File: config.mk
export PLATFORM = sky130hd
export DESIGN_NAME = rsv_monitor
export DESIGN_NICKNAME = d
export VERILOG_FILES = /design/src/rtl/rsv_pkg.sv /design/src/rtl/rsv_arbiter.sv /design/src/rtl/rsv_control.sv /design/src/rtl/rsv_datapath.sv /design/src/rtl/rsv_monitor.sv
export SDC_FILE = /design/constraint.sdc
export NUM_CORES = 1
export LEC_CHECK = 0
export ABC_AREA = 1
export BUFFER_PORTS_ARGS = -buffer_cell sky130_fd_sc_hd__buf_4
export CAP_MARGIN = 20
export CORE_MARGIN = 3
export CORE_UTILIZATION = 65
export CTS_BUF_LIST = sky130_fd_sc_hd__clkbuf_16
export DETAILED_ROUTE_END_ITERATION = 16
export PLACE_DENSITY = 0.86
export REMOVE_ABC_BUFFERS = 1
export SYNTH_ARGS = -nofsm -noshare
export SYNTH_HDL_FRONTEND = slang
export SYNTH_SLANG_ARGS = --single-unit
File: constraint.sdc
create_clock -name clk -period 4.1 [get_ports clk]
set_input_delay 0.205 -clock clk [delete_from_list [all_inputs] [get_ports clk]]
set_output_delay 0.205 -clock clk [all_outputs]
set_load 0.01 [all_outputs]
File: src/rtl/rsv_pkg.sv
package rsv_pkg;
  typedef enum logic [1:0] {
    OP_LOAD  = 2'd0,
    OP_STORE = 2'd1,
    OP_LRSV  = 2'd2,
    OP_SCOND = 2'd3
  } memOp_t;

  // strobes from control to datapath
  typedef struct packed {
    logic memWrite;
    logic respOk;
  } dpStrobe_t;
endpackage

File: src/rtl/rsv_arbiter.sv
module rsv_arbiter #(
  parameter int NUM_PROC = 4,
  parameter int IDX_W    = 2
) (
  input  logic [NUM_PROC-1:0] reqValid,
  output logic [NUM_PROC-1:0] grant,
  output logic [IDX_W-1:0]    grantIdx,
  output logic                anyGrant
);
  always_comb begin
    grant    = '0;
    grantIdx = '0;
    anyGrant = 1'b0;
    for (int i = 0; i < NUM_PROC; i++) begin
      if (reqValid[i] && !anyGrant) begin
        grant[i] = 1'b1;
        grantIdx = IDX_W'(i);
        anyGrant = 1'b1;
      end
    end
  end
endmodule

File: src/rtl/rsv_control.sv
module rsv_control
  import rsv_pkg::*;
#(
  parameter int NUM_PROC   = 4,
  parameter int ADDR_W     = 4,
  parameter bit TRACK_ADDR = 1'b1
) (
  input  logic                clk,
  input  logic                rstN,
  input  logic                anyGrant,
  input  logic [NUM_PROC-1:0] grant,
  input  memOp_t              selOp,
  input  logic [ADDR_W-1:0]   selAddr,
  output dpStrobe_t           strobe
);
  logic [NUM_PROC-1:0] rsvFlag;
  logic [NUM_PROC-1:0] addrMatch;
  logic scPass;
  logic isWrite;

  generate
    if (TRACK_ADDR) begin : gen_track
      logic [ADDR_W-1:0] rsvAddr [NUM_PROC];
      always_ff @(posedge clk or negedge rstN) begin
        if (!rstN) begin
          for (int g = 0; g < NUM_PROC; g++) rsvAddr[g] <= '0;
        end else if (anyGrant && selOp == OP_LRSV) begin
          for (int g = 0; g < NUM_PROC; g++)
            if (grant[g]) rsvAddr[g] <= selAddr;
        end
      end
      always_comb begin
        for (int g = 0; g < NUM_PROC; g++) addrMatch[g] = (rsvAddr[g] == selAddr);
      end
    end else begin : gen_flag
      assign addrMatch = '1;
    end
  endgenerate

  assign scPass  = |(grant & rsvFlag & addrMatch);
  assign isWrite = anyGrant && (selOp == OP_STORE || (selOp == OP_SCOND && scPass));

  always_comb begin
    strobe.memWrite = isWrite;
    strobe.respOk   = (selOp != OP_SCOND) || scPass;
  end

  always_ff @(posedge clk or negedge rstN) begin
    if (!rstN) begin
      rsvFlag <= '0;
    end else if (anyGrant) begin
      for (int g = 0; g < NUM_PROC; g++) begin
        if (grant[g]) begin
          if (selOp == OP_LRSV)       rsvFlag[g] <= 1'b1;
          else if (selOp == OP_SCOND) rsvFlag[g] <= 1'b0;
        end else if (isWrite && addrMatch[g]) begin
          rsvFlag[g] <= 1'b0;
        end
      end
    end
  end
endmodule

File: src/rtl/rsv_datapath.sv
module rsv_datapath
  import rsv_pkg::*;
#(
  parameter int NUM_PROC = 4,
  parameter int ADDR_W   = 4,
  parameter int DATA_W   = 16,
  parameter int IDX_W    = 2
) (
  input  logic                       clk,
  input  logic                       rstN,
  input  logic [2*NUM_PROC-1:0]      reqOp,
  input  logic [ADDR_W*NUM_PROC-1:0] reqAddr,
  input  logic [DATA_W*NUM_PROC-1:0] reqWdata,
  input  logic [NUM_PROC-1:0]        grant,
  input  logic                       anyGrant,
  input  logic [IDX_W-1:0]           grantIdx,
  input  dpStrobe_t                  strobe,
  output memOp_t                     selOp,
  output logic [ADDR_W-1:0]          selAddr,
  output logic [NUM_PROC-1:0]        respValid,
  output logic [DATA_W-1:0]          respData,
  output logic                       respOk
);
  localparam int DEPTH = 1 << ADDR_W;

  logic [DATA_W-1:0] memWord [DEPTH];
  logic [DATA_W-1:0] selData;

  assign selOp   = memOp_t'(reqOp[grantIdx*2 +: 2]);
  assign selAddr = reqAddr[grantIdx*ADDR_W +: ADDR_W];
  assign selData = reqWdata[grantIdx*DATA_W +: DATA_W];

  always_ff @(posedge clk or negedge rstN) begin
    if (!rstN) begin
      for (int w = 0; w < DEPTH; w++) memWord[w] <= '0;
    end else if (strobe.memWrite) begin
      memWord[selAddr] <= selData;
    end
  end

  always_ff @(posedge clk or negedge rstN) begin
    if (!rstN) begin
      respValid <= '0;
      respData  <= '0;
      respOk    <= 1'b0;
    end else begin
      respValid <= grant;
      if (anyGrant) begin
        respData <= memWord[selAddr];
        respOk   <= strobe.respOk;
      end
    end
  end
endmodule

File: src/rtl/rsv_monitor.sv
module rsv_monitor
  import rsv_pkg::*;
#(
  parameter int NUM_PROC   = 4,
  parameter int ADDR_W     = 4,
  parameter int DATA_W     = 16,
  parameter bit TRACK_ADDR = 1'b1
) (
  input  logic                       clk,
  input  logic                       rstN,
  input  logic [NUM_PROC-1:0]        reqValid,
  input  logic [2*NUM_PROC-1:0]      reqOp,
  input  logic [ADDR_W*NUM_PROC-1:0] reqAddr,
  input  logic [DATA_W*NUM_PROC-1:0] reqWdata,
  output logic [NUM_PROC-1:0]        grant,
  output logic [NUM_PROC-1:0]        respValid,
  output logic [DATA_W-1:0]          respData,
  output logic                       respOk
);
  localparam int IDX_W = (NUM_PROC > 1) ? $clog2(NUM_PROC) : 1;

  logic [IDX_W-1:0]  grantIdx;
  logic              anyGrant;
  memOp_t            selOp;
  logic [ADDR_W-1:0] selAddr;
  dpStrobe_t         strobe;

  rsv_arbiter #(.NUM_PROC(NUM_PROC), .IDX_W(IDX_W)) i_arb (
    .reqValid(reqValid), .grant(grant), .grantIdx(grantIdx), .anyGrant(anyGrant)
  );

  rsv_control #(.NUM_PROC(NUM_PROC), .ADDR_W(ADDR_W), .TRACK_ADDR(TRACK_ADDR)) i_ctrl (
    .clk(clk), .rstN(rstN), .anyGrant(anyGrant), .grant(grant),
    .selOp(selOp), .selAddr(selAddr), .strobe(strobe)
  );

  rsv_datapath #(.NUM_PROC(NUM_PROC), .ADDR_W(ADDR_W), .DATA_W(DATA_W), .IDX_W(IDX_W)) i_dp (
    .clk(clk), .rstN(rstN), .reqOp(reqOp), .reqAddr(reqAddr), .reqWdata(reqWdata),
    .grant(grant), .anyGrant(anyGrant), .grantIdx(grantIdx), .strobe(strobe),
    .selOp(selOp), .selAddr(selAddr), .respValid(respValid),
    .respData(respData), .respOk(respOk)
  );
endmodule

Word level (Yosys, flattened, before mapping)
Cells that the tools add are included.

cells by class
  magnitude comparators = 2
  equality and inequality tests = 12
  shift operators = 3
  multiplexer cells = 26
  bitwise logic cells = 3
  reductions and logical operators = 29

operator list
  cell                                                                           number
  256-bit bitwise mux                                                            1
  16-bit binary-select mux with 4-bit select                                     1
  16-bit demux with 4-bit select                                                 1
  64-bit by 7-bit indexed part select with 16-bit output                         1
  16-bit 2-to-1 mux                                                              3
  1-bit 2-to-1 mux                                                               18
  4-bit == test                                                                  4
  16-bit by 5-bit indexed part select with 4-bit output                          1
  3-bit inequality test (second input constant)                                  4
  3-bit AND reduction                                                            4
  1-bit logical AND                                                              11
  4-bit AND                                                                      2
  2-bit AND reduction                                                            4
  2-bit nonzero test                                                             4
  8-bit by 4-bit indexed part select with 2-bit output                           1
  5-bit greater-or-equal comparator (second input constant)                      1
  5-bit by 1-bit less-than comparator with 1-bit output (second input constant)  1
  4-bit inverter with 5-bit output                                               1
  2-bit == test (second input constant)                                          2
  2-bit 2-to-1 mux                                                               2
  4-bit OR reduction                                                             1
  1-bit zero test                                                                3
  2-bit by 1-bit == test with 1-bit output (second input constant)               1
  1-bit logical OR                                                               2
  2-bit inequality test (second input constant)                                  1

word-level totals
  register bits = 297
  input port bits = 94
  output and inout port bits = 25
  word-level logic and storage cells = 102

Longest topological paths before layout
  depth in word-level cells = 20
  depth in mapped cells = 21
  mapped depth without buffers = 19

Cells and area by module
Synthesis repeated with hierarchy kept, for this count alone.

second synthesis, totals
  cell total of the unflattened synthesis = 1,982
  area total of the unflattened synthesis = 15,697.6 um2

by module, submodules not included
  module        instances  cells an instance  area an instance (um2)  sequential area each (um2)
  rsv_datapath  1          1,794              14,485.1                6,931.6
  rsv_control   1          175                1,149.9                 500.5
  rsv_arbiter   1          13                 62.6                    0.0

Least setup slack after synthesis
No wires, ideal clock.

  kind = input to register
  from = input port reqValid[1]
  to = register i_dp.memWord[197] (netlist name)
  library setup time = 0.132 ns
  arrival = 2.043 ns
  required time = 3.968 ns
  slack = 1.925 ns
  stages on the path = 20
  buffers on the path = 4
  cells stage by stage = nor2_4 > nand3_4 > nand2_4 > buf_6 > nand2_2 > nand3_2 > nand2_1 > buf_6 > nand2_1 > nand2_1 > nor2_2 > nand3_1 > nand2_2 > nor2_4 > nand2_8 > buf_12 > nand4_4 > buf_4 > nand2_1 > o21ai_1

between the ends
  cells in the longest elaborated chain, start to end = 15
  elaborated cells on any way between the ends = 36
  classes of those cells = order compare: 2; eq/ne: 6; shift: 3; mux: 12; bitwise: 3; reduce/logical: 10

RTL lines
  item                                                                                            line                                   source
  start, declared                                                                                 rsv_monitor.sv:11                      input logic [NUM_PROC-1:0] reqValid,
  1-bit logical AND *                                                                             rsv_arbiter.sv:15                      if (reqValid[i] && !anyGrant) begin
  1-bit 2-to-1 mux                                                                                rsv_arbiter.sv:15
  1-bit zero test                                                                                 rsv_arbiter.sv:15
  1-bit logical AND                                                                               rsv_arbiter.sv:15
  1-bit 2-to-1 mux                                                                                rsv_arbiter.sv:15
  1-bit zero test                                                                                 rsv_arbiter.sv:15
  1-bit logical AND                                                                               rsv_arbiter.sv:15
  2-bit 2-to-1 mux                                                                                rsv_arbiter.sv:15
  16-bit by 5-bit indexed part select with 4-bit output                                           rsv_datapath.sv:30                     assign selAddr = reqAddr[grantIdx*ADDR_W +: ADDR_W];
  4-bit inverter with 5-bit output (implied by the code) / 4-bit == test (equally long branches)  rsv_datapath.sv:37, rsv_control.sv:33
  5-bit greater-or-equal comparator (implied by the code) (tied with other cells)                 rsv_datapath.sv:37                     memWord[selAddr] <= selData;
  1-bit logical AND (implied by the code) / 4-bit OR reduction (equally long branches)            rsv_datapath.sv:37, rsv_control.sv:40
  16-bit 2-to-1 mux (implied by the code) / 1-bit logical AND (equally long branches)             rsv_datapath.sv:37, rsv_control.sv:41
  16-bit demux with 4-bit select / 1-bit logical OR (equally long branches)                       rsv_datapath.sv:37, rsv_control.sv:41
  256-bit bitwise mux / 1-bit logical AND (equally long branches)                                 rsv_datapath.sv:37, rsv_control.sv:41
  end signal, assigned by index                                                                   rsv_datapath.sv:37
  end, declared                                                                                   rsv_datapath.sv:26                     logic [DATA_W-1:0] memWord [DEPTH];

Every way passes the cells marked *; elsewhere a longest branch is shown, timed or not.
A chain may end at the register's enable or synchronous reset.

Worst setup path after layout
  from = input port reqValid[0]
  to = register i_dp.memWord[173] (netlist name)

between the ends
  cells in the longest elaborated chain, start to end = 17
  elaborated cells on any way between the ends = 38
  classes of those cells = order compare: 2; eq/ne: 6; shift: 3; mux: 13; bitwise: 3; reduce/logical: 11

RTL lines
  item                                                                                            line
  1-bit 2-to-1 mux *                                                                              rsv_arbiter.sv:15
  1-bit zero test                                                                                 rsv_arbiter.sv:15
  1-bit logical AND                                                                               rsv_arbiter.sv:15
  1-bit 2-to-1 mux                                                                                rsv_arbiter.sv:15
  1-bit zero test                                                                                 rsv_arbiter.sv:15
  1-bit logical AND                                                                               rsv_arbiter.sv:15
  1-bit 2-to-1 mux                                                                                rsv_arbiter.sv:15
  1-bit zero test                                                                                 rsv_arbiter.sv:15
  1-bit logical AND                                                                               rsv_arbiter.sv:15
  2-bit 2-to-1 mux                                                                                rsv_arbiter.sv:15
  16-bit by 5-bit indexed part select with 4-bit output                                           rsv_datapath.sv:30
  4-bit inverter with 5-bit output (implied by the code) / 4-bit == test (equally long branches)  rsv_datapath.sv:37, rsv_control.sv:33
  5-bit greater-or-equal comparator (implied by the code) (tied with other cells)                 rsv_datapath.sv:37
  1-bit logical AND (implied by the code) / 4-bit OR reduction (equally long branches)            rsv_datapath.sv:37, rsv_control.sv:40
  16-bit 2-to-1 mux (implied by the code) / 1-bit logical AND (equally long branches)             rsv_datapath.sv:37, rsv_control.sv:41
  16-bit demux with 4-bit select / 1-bit logical OR (equally long branches)                       rsv_datapath.sv:37, rsv_control.sv:41
  256-bit bitwise mux / 1-bit logical AND (equally long branches)                                 rsv_datapath.sv:37, rsv_control.sv:41

Marks and branches as above.

==> reports/qor.csv <==
stage;metric;value;unit
place;dp_cells;2005;
place;io_buffers;118;
timing;layout_min_cycle_time;3.70;ns
routing;via_per_inst;6.29;
yosys;ys_types;38;
clocking;cts_max_level;1;
setup_path;worstPathRequired;4.51;ns
clocking;cts_tree;built;
yosys;synth-edff-count;0;
min_path;hold_path_startpoint;reqWdata[52];
floorplanning;core;21900;um^2
cells_and_area;drive_gt1_share;15.7;%
cells_and_area;syn2layout_area_growth;12.0;%
yosys;synthArstFlopShare;100;%
floorplanning;die_w;156;um
yosys;syn_inst;1708;
place;dp_slack;0.539;ns
routing;wl_per_cell;20.3;um
timing;final-hold-violation-count;0;
cells_and_area;n_antenna_cell;0;
yosys;synth_area_leaders;dfrtp_1, nand2_1, o21ai_1;
routing;via_count;12999;
floorplanning;die_h;156;um
yosys;yosysMostFrequentCell;nand2_1;
yosys;synth.yosys.seq_area_share;51.1;%
floorplanning;start_util;66.5;%
setup_path;reg2reg_to;i_dp.memWord[173];
cells_and_area;final_cells;2065;
setup_path;start_kind;input port;
floorplanning;die_area;24200;um^2
routing;drt-pass1-iter-count;8;
cells_and_area;final_nets;1856;
clocking;clk_pin_slew_worst_paths;0.07;ns
timing;finalSetupViolations;0;
setup_path;criticalPathCategory;in -> reg;
run;max_cap_violations;0;
routing;wl;42000;um
yosys;synth_top_area_share;51.1;%
routing;ant_nets;0;
power;vdd_drop_max;0.000295;V
yosys;yosysWarnings;0;
setup_path;cp.arrival;4.10;ns
timing;slew_headroom;37.5;%
global_routing;overflow;0;
floorplanning;io_pins;119;
global_routing;grt_pass1_wl;68100;um
clocking;clockRootBuffer;clkbuf_16;
clocking;cts_buffers;30;
timing;clock_skew;0.00899;ns
routing;drt_iter0_drc;1676;
yosys;synth_area;14600;um^2
yosys;synth_top_cell_by_area;dfrtp_1;
timing;fmax;0.270;GHz
setup_path;worstPathMaxFanout;32;
clocking;clkSinkCount;297;
cells_and_area;postLayoutCoreUtil;74.5;%
timing;rsz0062_at_grt;no;
timing;fin_hold_ws;0.00788;ns
place;dp_hpwl;24800;um
global_routing;grt.total_usage;35.1;%
min_path;hold_path.class;in -> reg;
yosys;syn-mean-instance-area;8.52;um^2
status;outcome;finished clean;
global_routing;first_global_vias;13074;
floorplanning;rows;54;
yosys;ys_top_cells_by_count;nand2_1, dfrtp_1, o21ai_1;
min_path;min_to;i_dp.memWord[180];
timing;period_share;90.2;%
global_routing;grt_max_degree;117;
setup_path;rrSetupSlack;1.64;ns
setup_path;crit_path_end_kind;flop;
yosys;synth_seq_cells;297;
min_path;holdPathStages;5;
timing;slew_violations;0;
power;p_leak;0.00792;uW
routing;drc;0;
power;cellPowerDensity;649;nW/um^2
clocking;clk_latency;0.55;ns
setup_path;reg2reg_from;i_ctrl.gen_track.rsvAddr[12];
timing;worstMarginPinSlew;0.932;ns
global_routing;antenna_found_initial;0;
timing;setup_slack;0.403;ns
setup_path;rr_worst_depth;13;
yosys;ys.flop_type;dfrtp_1;
clocking;clk_path_buf_depth;3;
place;routabilityCongestion;0.900;
timing repair:
item                                   CTS  global route
buffers inserted                         0             0
endpoints found under the hold margin   97             0
hold buffers                             5             0
gates resized for setup                  0             0
setup endpoints to repair                0             0
flip-flops by register name, indices dropped and copies added (netlist names):
register and flops:
i_dp.memWord 256, i_ctrl.gen_track.rsvAddr 16, i_dp.respData 16, i_ctrl.rsvFlag 4, i_dp.respValid 4, i_dp.respOk 1
critical path: stages:
cell	delay, ns
dlygate4sd3_1	0.53
buf_4	0.17
nor2_4	0.18
nand3_4	0.22
nand2_4	0.29
buf_4	0.37
nand2_1	0.09
nand3_1	0.12
nand2_2	0.14
nand2_1	0.10
nand2_1	0.05
nor2_1	0.09
nand2_1	0.11
nor2_2	0.16
nor2_4	0.08
nand2_8	0.18
nand2_4	0.11
inv_6	0.13
nand2_2	0.42
nand2_1	0.24
o21ai_1	0.11
how the worst max path moves through the flow:
stage / start / end / depth (start not counted)
after floorplan: reqValid[1] / i_dp.memWord[240] / 10
after global placement: reqValid[1] / i_dp.memWord[41] / 20
after detailed placement: reqValid[0] / i_dp.memWord[22] / 17
after CTS: reqValid[0] / i_dp.memWord[173] / 21
after global routing: reqValid[0] / i_dp.memWord[173] / 21
final: reqValid[0] / i_dp.memWord[173] / 21
routing by layer:
layer  up-vias  wire (um)  track usage [%]
li1       5828          -                -
met1      6148      15500             46.6
met2       852      19500             55.7
met3       171       4870             7.71
met4         0       2110             16.8
met5         -          0                0
stage by stage:
step | instance area [um^2] | setup TNS, ns | total power (uW)
finish | 16300 | 0 | 10600
global route | 16300 | 0 | 11200
CTS | 16300 | 0 | 10500
detailed placement | 15300 | 0 | 7790
global placement | 15300 | 0 | 7580
floorplan | 13800 | -248.72 | 6760
cell type report:
class / instances / area, um^2
sequential: 297 / 7430
multi-input combinational: 1213 / 6090
fill: 1573 / 5590
timing repair buffer: 145 / 1170
clock buffer: 31 / 776
tap: 280 / 350
inverter: 75 / 289
clock inverter: 24 / 191
cells in the final DEF, fill, tap and decap left out, types with 2 or more instances in the layout:
cell           netlist  final
nand2_4              7      7
clkinv_2             0      5
nor3_1              16     16
inv_2                4      4
o21ai_0             60     60
or2_0                3      3
nand2_1            533    532
a21oi_1              6      6
clkbuf_16            0     31
or2_2               10     10
nand3_4              2      2
nor2_4               5      8
o21ai_2             28     28
dlygate4sd3_1        0      5
nand4_4             11     11
nand2_2              8      9
a31oi_1             17     17
o21ai_1            200    200
nand3_1            153    153
clkinvlp_4           0      3
nor2_2               6      6
nor2_1              52     49
or2_1                3      3
nand3_2              7      7
a22oi_1             64     64
buf_4               20    134
buf_12               1      5
o211ai_1            16     16
bufinv_16            0      3
dfrtp_1            297    297
inv_1               68     72
clkinv_1             1      9
logic make-up (layout without fill, tap and decap cells):
kind of cell | count (synthesis) | in the layout | synth area share (%)
and+or+nand+nor | 819 | 819 | 25.8
AOI/OAI and AO/OA | 393 | 393 | 15.9
DFF | 297 | 297 | 51.1
buffers and inverters | 198 | 275 | 7.26
xor gates and xnor gates | 1 | 1 | 0.0602
power by group:
part	internal (uW)	leakage (uW)	switching, uW
sequential	4240	0.00381	770
combinational	1160	0.00362	1700
clock	1550	0.000482	1160
Power figures use the tool's default switching activity.
